===== config.mk =====
export PLATFORM = sky130hd
export DESIGN_NAME = cbfly_r2
export DESIGN_NICKNAME = d
export VERILOG_FILES = /design/src/rtl/cbfly_pkg.sv /design/src/rtl/cbfly_cmul.sv /design/src/rtl/cbfly_addsub.sv /design/src/rtl/cbfly_r2.sv
export SDC_FILE = /design/constraint.sdc
export NUM_CORES = 2
export LEC_CHECK = 0
export ABC_AREA = 1
export CORE_ASPECT_RATIO = 0.6
export CORE_UTILIZATION = 43
export CTS_CLUSTER_SIZE = 14
export DETAILED_ROUTE_END_ITERATION = 8
export GPL_TIMING_DRIVEN = 0
export PLACE_DENSITY_LB_ADDON = 0.05
export SLEW_MARGIN = 20
export SYNTH_ARGS = -nofsm -noshare
export SYNTH_HDL_FRONTEND = slang
export SYNTH_SLANG_ARGS = --single-unit

===== constraint.sdc =====
create_clock -name clk -period 6.85 [get_ports clk]
set_input_delay 1.37 -clock clk [delete_from_list [all_inputs] [get_ports clk]]
set_output_delay 1.37 -clock clk [all_outputs]
set_load 0.02 [all_outputs]

===== src/rtl/cbfly_pkg.sv =====
package cbfly_pkg;
    localparam int DATA_W    = 12;
    localparam int TWID_W    = 12;
    localparam int TWID_FRAC = 11;
    localparam int PROD_W    = DATA_W + TWID_W + 1;
    localparam int SUM_W     = DATA_W + 1;

    typedef struct packed {
        logic signed [DATA_W-1:0] re;
        logic signed [DATA_W-1:0] im;
    } cplx_t;

    typedef struct packed {
        logic signed [TWID_W-1:0] re;
        logic signed [TWID_W-1:0] im;
    } twid_t;

    typedef struct packed {
        logic  vld;
        cplx_t u;
        cplx_t t;
    } mul_stage_t;

    typedef struct packed {
        logic  vld;
        cplx_t x;
        cplx_t y;
    } sum_stage_t;

    // round half up at the twiddle binary point, then keep the data word
    function automatic logic signed [DATA_W-1:0] round_prod(input logic signed [PROD_W-1:0] p);
        logic signed [PROD_W-1:0] r;
        r = p + PROD_W'(1 << (TWID_FRAC - 1));
        return DATA_W'(r >>> TWID_FRAC);
    endfunction
endpackage


===== src/rtl/cbfly_cmul.sv =====
module cbfly_cmul
    import cbfly_pkg::*;
(
    input  logic       clk,
    input  logic       rst_n,
    input  logic       in_valid,
    input  cplx_t      u_in,
    input  cplx_t      v_in,
    input  twid_t      w_in,
    output mul_stage_t st_q
);
    mul_stage_t st_d;

    always_comb begin
        logic signed [PROD_W-1:0] vr, vi, wr, wi;
        vr = PROD_W'(v_in.re);
        vi = PROD_W'(v_in.im);
        wr = PROD_W'(w_in.re);
        wi = PROD_W'(w_in.im);
        st_d     = st_q;
        st_d.vld = in_valid;
        if (in_valid) begin
            st_d.u    = u_in;
            st_d.t.re = round_prod(vr * wr - vi * wi);
            st_d.t.im = round_prod(vr * wi + vi * wr);
        end
    end

    always_ff @(posedge clk) begin
        if (!rst_n) st_q <= '0;
        else        st_q <= st_d;
    end

    // zero operand v rounds to a zero product
    a_r1_zero_operand: assert property (@(posedge clk) disable iff (!rst_n)
        (in_valid && v_in == '0) |=> (st_q.t == '0));

    // twiddle of -1.0 negates v with 12-bit wrap
    a_r8_neg_twiddle: assert property (@(posedge clk) disable iff (!rst_n)
        (in_valid && w_in.re == TWID_W'(1 << (TWID_W - 1)) && w_in.im == '0)
        |=> (st_q.t.re == DATA_W'(-$past(v_in.re)) && st_q.t.im == DATA_W'(-$past(v_in.im))));
endmodule


===== src/rtl/cbfly_addsub.sv =====
module cbfly_addsub
    import cbfly_pkg::*;
#(
    parameter int SHIFT = 0
) (
    input  logic       clk,
    input  logic       rst_n,
    input  mul_stage_t s_in,
    output sum_stage_t st_q
);
    sum_stage_t st_d;

    always_comb begin
        logic signed [SUM_W-1:0] sr, si, dr, di;
        sr = SUM_W'(s_in.u.re) + SUM_W'(s_in.t.re);
        si = SUM_W'(s_in.u.im) + SUM_W'(s_in.t.im);
        dr = SUM_W'(s_in.u.re) - SUM_W'(s_in.t.re);
        di = SUM_W'(s_in.u.im) - SUM_W'(s_in.t.im);
        st_d     = st_q;
        st_d.vld = s_in.vld;
        if (s_in.vld) begin
            st_d.x.re = DATA_W'(sr >>> SHIFT);
            st_d.x.im = DATA_W'(si >>> SHIFT);
            st_d.y.re = DATA_W'(dr >>> SHIFT);
            st_d.y.im = DATA_W'(di >>> SHIFT);
        end
    end

    always_ff @(posedge clk) begin
        if (!rst_n) st_q <= '0;
        else        st_q <= st_d;
    end

    // results hold while nothing new is valid
    a_r6_hold: assert property (@(posedge clk) disable iff (!rst_n)
        !st_q.vld |-> ($stable(st_q.x) && $stable(st_q.y)));

    generate
        if (SHIFT == 0) begin : g_wrap_chk
            // unscaled sum plus difference is twice u modulo the word
            a_r3_wrap_sum: assert property (@(posedge clk) disable iff (!rst_n)
                st_q.vld |->
                    (DATA_W'(st_q.x.re + st_q.y.re) == DATA_W'({$past(s_in.u.re), 1'b0}) &&
                     DATA_W'(st_q.x.im + st_q.y.im) == DATA_W'({$past(s_in.u.im), 1'b0})));
        end
    endgenerate
endmodule


===== src/rtl/cbfly_r2.sv =====
module cbfly_r2
    import cbfly_pkg::*;
#(
    parameter int SCALE = 1
) (
    input  logic                     clk,
    input  logic                     rst_n,
    input  logic                     in_valid,
    input  logic signed [DATA_W-1:0] u_re,
    input  logic signed [DATA_W-1:0] u_im,
    input  logic signed [DATA_W-1:0] v_re,
    input  logic signed [DATA_W-1:0] v_im,
    input  logic signed [TWID_W-1:0] w_re,
    input  logic signed [TWID_W-1:0] w_im,
    output logic                     out_valid,
    output logic signed [DATA_W-1:0] x_re,
    output logic signed [DATA_W-1:0] x_im,
    output logic signed [DATA_W-1:0] y_re,
    output logic signed [DATA_W-1:0] y_im
);
    localparam int SHIFT = $clog2(SCALE);

    generate
        if ((SCALE < 1) || ((SCALE & (SCALE - 1)) != 0)) begin : g_bad_scale
            $error("cbfly_r2: SCALE must be a power of two");
        end
    endgenerate

    cplx_t      u_c, v_c;
    twid_t      w_c;
    mul_stage_t mul_q;
    sum_stage_t sum_q;

    always_comb begin
        u_c = '{re: u_re, im: u_im};
        v_c = '{re: v_re, im: v_im};
        w_c = '{re: w_re, im: w_im};
    end

    cbfly_cmul u_cmul (
        .clk      (clk),
        .rst_n    (rst_n),
        .in_valid (in_valid),
        .u_in     (u_c),
        .v_in     (v_c),
        .w_in     (w_c),
        .st_q     (mul_q)
    );

    cbfly_addsub #(.SHIFT(SHIFT)) u_addsub (
        .clk   (clk),
        .rst_n (rst_n),
        .s_in  (mul_q),
        .st_q  (sum_q)
    );

    assign out_valid = sum_q.vld;
    assign x_re      = sum_q.x.re;
    assign x_im      = sum_q.x.im;
    assign y_re      = sum_q.y.re;
    assign y_im      = sum_q.y.im;

    // edges since reset, saturating, so the latency check never looks before reset
    logic [1:0] since_rst_d, since_rst_q;
    always_comb since_rst_d = (since_rst_q == 2'd2) ? since_rst_q : since_rst_q + 2'd1;
    always_ff @(posedge clk) begin
        if (!rst_n) since_rst_q <= '0;
        else        since_rst_q <= since_rst_d;
    end

    // valid appears exactly two edges after acceptance
    a_r5_latency: assert property (@(posedge clk) disable iff (!rst_n)
        (since_rst_q == 2'd2) |-> (out_valid == $past(in_valid, 2)));
endmodule


; ---- Word-level counts from Yosys, hierarchy flattened
; Cells that the tools add are included.
; Widths: inputs -> output; s select.
[totals]
reg_bits = 98
wordCells = 22
[classes]
n_addsub = 8
mul = 4
[ops]
columns = cell, count
row1 = $mul 12x12->23, 4
row2 = $add 23x12->23 const B, 2
row3 = $add 12x12->12, 2
row4 = $sub 12x12->12, 2
row5 = $add 23x23->23, 1
row6 = $sub 23x23->23, 1

; ---- Depth between registers and ports, before layout
[depth]
ltp_word = 3
mapped_depth = 30
depth_no_buf = 29

; ---- Cells and area by module
; From an unflattened synthesis, not the netlist that was laid out.
[unflattened]
cells_unflattened = 3820
area_unflattened_um2 = 28855.2
[modules_own_cells]
columns = mod, area_each_um2, seq_area_each_um2, n_inst, cells_per_inst
row1 = cbfly_cmul, 24408.4, 980.9, 1, 3094
row2 = cbfly_addsub, 4446.8, 940.9, 1, 726

; ---- Worst setup path after synthesis
; No wires, ideal clock.
[synth_path]
path_type = input to register
from = in v_re[11]
to = reg u_cmul.st_q[11] (netlist name)
arrival_ps = 7147
stages = 26
setup_ps = 109
slack_ps = -406
path_cell_list = clkbuf_1 > clkbuf_1 > nand2_1 > inv_1 > fa_1 > inv_1 > fa_1 > fa_1 > inv_1 > fa_1 > fa_1 > fa_1 > inv_1 > fa_1 > inv_1 > ha_1 > nand2_1 > nor3_1 > nand2_1 > or2_2 > nand3_1 > inv_1 > nand2_1 > nand3_1 > nand2_1 > inv_1
[synth_between]
elab_chain_len = 3
[synth_lines]
columns = item, line
row1 = "start, declared", cbfly_r2.sv:11  ; input logic signed [DATA_W-1:0] v_re,
row2 = $mul 12x12->23, cbfly_cmul.sv:25  ; st_d.t.im = round_prod(vr * wi + vi * wr);
row3 = $add 23x23->23, cbfly_cmul.sv:25
row4 = $add 23x12->23, cbfly_pkg.sv:33  ; r = p + PROD_W'(1 << (TWID_FRAC - 1));
row5 = "end signal, assigned", cbfly_cmul.sv:31  ; else st_q <= st_d;
row6 = "end, declared", cbfly_cmul.sv:10  ; output mul_stage_t st_q
; No other way between the ends.
; A chain may end at the register's enable or synchronous reset.

; ---- Worst setup path after layout
[layout_path]
from = in v_im[11]
to = reg u_cmul.st_q[21] (netlist name)
[layout_between]
elab_chain_len = 3
[layout_lines]
columns = item, line
row1 = "start, declared", cbfly_r2.sv:12  ; input logic signed [DATA_W-1:0] v_im,
row2 = $mul 12x12->23, cbfly_cmul.sv:24  ; st_d.t.re = round_prod(vr * wr - vi * wi);
row3 = $sub 23x23->23, cbfly_cmul.sv:24
row4 = $add 23x12->23, cbfly_pkg.sv:33
; No other way between the ends.

==> key figures <==
Status
  • Outcome: finished with violations
  • Failing checks: negative setup slack

Synth
  • FFs w/ async S/R, synth: 0
  • Mapped Nets: 4568
  • Syn. warnings: 0
  • Seq/Total Area, Yosys: 0.0680
  • Cell area after synthesis: 28300 sq um
  • Syn Area/Cell: 7.71 sq um
  • Count of cell types in the netlist: 38
  • Prevailing post-synth register cell: dfxtp_1
  • Synthesis-stage register bit count: 96
  • Syn Inst Count: 3665
  • Post-synth EDFFs: 0

CTS
  • Later-pin clock latency in the skew report: 0.36 ns
  • Num CTS Buffers: 9
  • CTS tree: built
  • H-tree depth: 3
  • Clock Path Buffers: 2
  • Worst-path clk slew: 0.07 ns
  • Post-CTS Hold Fix Bufs: 0
  • Clock Tree Root: clkbuf_16
  • CTS Sinks: 96

Place
  • PortBufs: 121
  • DPL Wire Length: 84700 um
  • RD Place Congestion: 0.973
  • Placed cell area: 30600 sq um
  • Pre-CTS setup slack: -2.28 ns

Finish
  • Area added between synthesis and finish: 20.9%
  • Post-layout util: 0.528
  • Antenna Diode Count: 0
  • Fin area: 34200 sq um
  • NumNets Final: 4809
  • Layout cell share with drive strength beyond 1: 0.137

Timing
  • RSZ-0062 raised after global routing: yes
  • Worst setup margin: -0.294 ns
  • Period minus WS final: 7.14 ns
  • Worst-margin pin slew: 1.10 ns
  • Hold Fails Final Rpt: 0
  • Fmax: 140 MHz
  • Setup Viol. Count Final: 13
  • Final Cycle Share: 1.04
  • Slew HR: 0.264
  • Clock skew: 0.00498 ns
  • Max-slew violations: 0
  • WHS: 0.484 ns

GRT
  • Grt total ovfl: 0
  • Largest net degree at the start of global routing: 15
  • Initial antenna violation count: 3
  • First-pass GRT wire length: 153000 um
  • Vias in the first global route: 23.8k
  • Total track usage: 0.313

Routing
  • Initial DRT Pass Iterations: 5
  • DRC errors left: 0
  • Routed wire per std cell: 21.5 um
  • Vias: 23.6k
  • Vias/cell: 4.96
  • Post-DRT Antenna Nets: 0
  • 1st-iter DRT viols: 2325
  • Total Routed Length: 102000 um

Die
  • Initial Utilization: 0.437
  • Core footprint: 64700 sq um
  • Ports: 124
  • Die H: 201 um
  • Row count: 72
  • Die X: 333 um
  • Die area: 66800 sq um

Critical path
  • Critical Setup Path Class: in2reg
  • CP Launch Type: primary input
  • CP Buf/Inv Count: 12
  • Critical Path Slowest Stage Cell: fa_2
  • Worst-path maximum fanout: 6
  • Critical path endpoint category: flop
  • Largest stage delay, worst path: 0.59 ns
  • CP top delay family: adder cells
  • Required @ worst endpoint: 7.10 ns
  • Crit path DAT: 7.40 ns

Min path
  • HP Class: reg2reg

Job
  • Max-Cap Viols: 0
-- cell usage in the layout (no fill, tap or decap), types with 30 or more instances in the layout --
cell and count:
ha_1 196, dfxtp_1 96, nand2_1 717, nor2_1 192, buf_6 36, clkbuf_8 38, a21oi_1 83, inv_2 40
fa_1 564, o21ai_0 88, xor2_1 39, clkdlybuf4s50_1 74, nand3_1 72, inv_1 1087, buf_4 96, clkbuf_16 42
fa_2 45, nand2_2 30
-- Yosys cell counts, types with 3 or more instances --
master / count / area, sq um
a21oi_1: 102 / 510
a31oi_1: 6 / 37.5
inv_2: 3 / 11.3
o21bai_1: 9 / 67.6
nand2b_1: 3 / 18.8
inv_1: 1129 / 4240
dfxtp_1: 96 / 1920
nor4_1: 7 / 43.8
nand4_1: 21 / 131
or2_2: 14 / 87.6
nand2_2: 5 / 31.3
nand3b_1: 4 / 30.0
ha_1: 219 / 2740
nand2_1: 759 / 2850
xnor2_1: 19 / 166
a221oi_1: 5 / 43.8
nor2_1: 213 / 800
o211ai_1: 14 / 105
buf_2: 10 / 50.1
clkbuf_1: 120 / 450
buf_4: 3 / 22.5
fa_1: 609 / 12200
o21ai_0: 103 / 515
o21ai_1: 9 / 45.0
buf_1: 5 / 18.8
nor3_1: 18 / 90.1
a21o_1: 10 / 75.1
o31ai_1: 3 / 22.5
nand3_1: 89 / 445
xor2_1: 41 / 359
o21a_1: 5 / 37.5
a211oi_1: 6 / 45.0
-- worst register-to-register path, delay by kind of cell, from the launching register on --
family	cells	cell delay, ns
AO/OA/AOI/OAI	2	0.66
adder cells (fa/ha/maj)	2	0.83
flip-flops	1	0.48
buffers and inverters	2	0.12
AND/OR/NAND/NOR	7	0.69
-- registers in the layout, indices dropped and copies added, names as in the netlist --
name,count
u_cmul.st_q,49
u_addsub.st_q,47
-- cell families (layout without fill, tap and decap cells) --
kind of cell             count (synthesis)  in the layout  synth area share
flip-flops                              96             96            0.0680
buffers and inverters                 1271           1516             0.170
AND/OR/NAND/NOR                       1136           1136             0.161
XOR/XNOR                                60             60            0.0186
AO/OA/AOI/OAI                          274            274            0.0539
adder cells (fa/ha/maj)                828            828             0.528
-- routing by layer --
metal | share of wire | track usage | wire [um]
met5 | 0.0018 | 0.0191 | 182
met4 | 0.014 | 0.0448 | 1440
met3 | 0.14 | 0.124 | 14200
met2 | 0.35 | 0.388 | 36300
met1 | 0.49 | 0.502 | 50100
-- timing repair --
action / in CTS / in global routing
setup buffers: 67 / 42
setup endpoints to repair: 24 / 24
resized for setup: 698 / 228
pin swaps: 91 / 133
cloned: 2 / 3
-- final timing paths --
kind / start / endpoint / slack [ns] / depth (start not counted)
worst max-delay path: v_im[11] / u_cmul.st_q[21] / -0.29 / 28
worst min-delay path: u_cmul.st_q[36] / u_cmul.st_q[36] / 0.48 / 2
worst min register to register: u_cmul.st_q[36] / u_cmul.st_q[36] / 0.48 / 2
worst max register to register: u_cmul.st_q[12] / u_addsub.st_q[46] / 3.98 / 13
-- metrics by stage --
step	TNS, ns	std cells
after floorplan	-0.0108	3665
after global placement	-43.35	4637
after detailed placement	-43.50	4637
after CTS	-1.50	4718
after global routing	-4.85	4761
final	-1.48	4761
-- cell type report --
| cell class | count | area [sq um] |
|---|---|---|
| plain buffers | 139 | 1830 |
| inverters | 1132 | 4270 |
| repair buffers | 230 | 2170 |
| clock buffers | 12 | 236 |
| flip-flops and latches | 96 | 1920 |
| well taps | 851 | 1060 |
| multi-input cells | 2298 | 22600 |
| fillers | 6292 | 30500 |
| clock inverters | 3 | 67.6 |
Power is left out: the tool's default activity adds up to more than one toggle a clock period on the data nets, which glitch-free logic cannot reach.
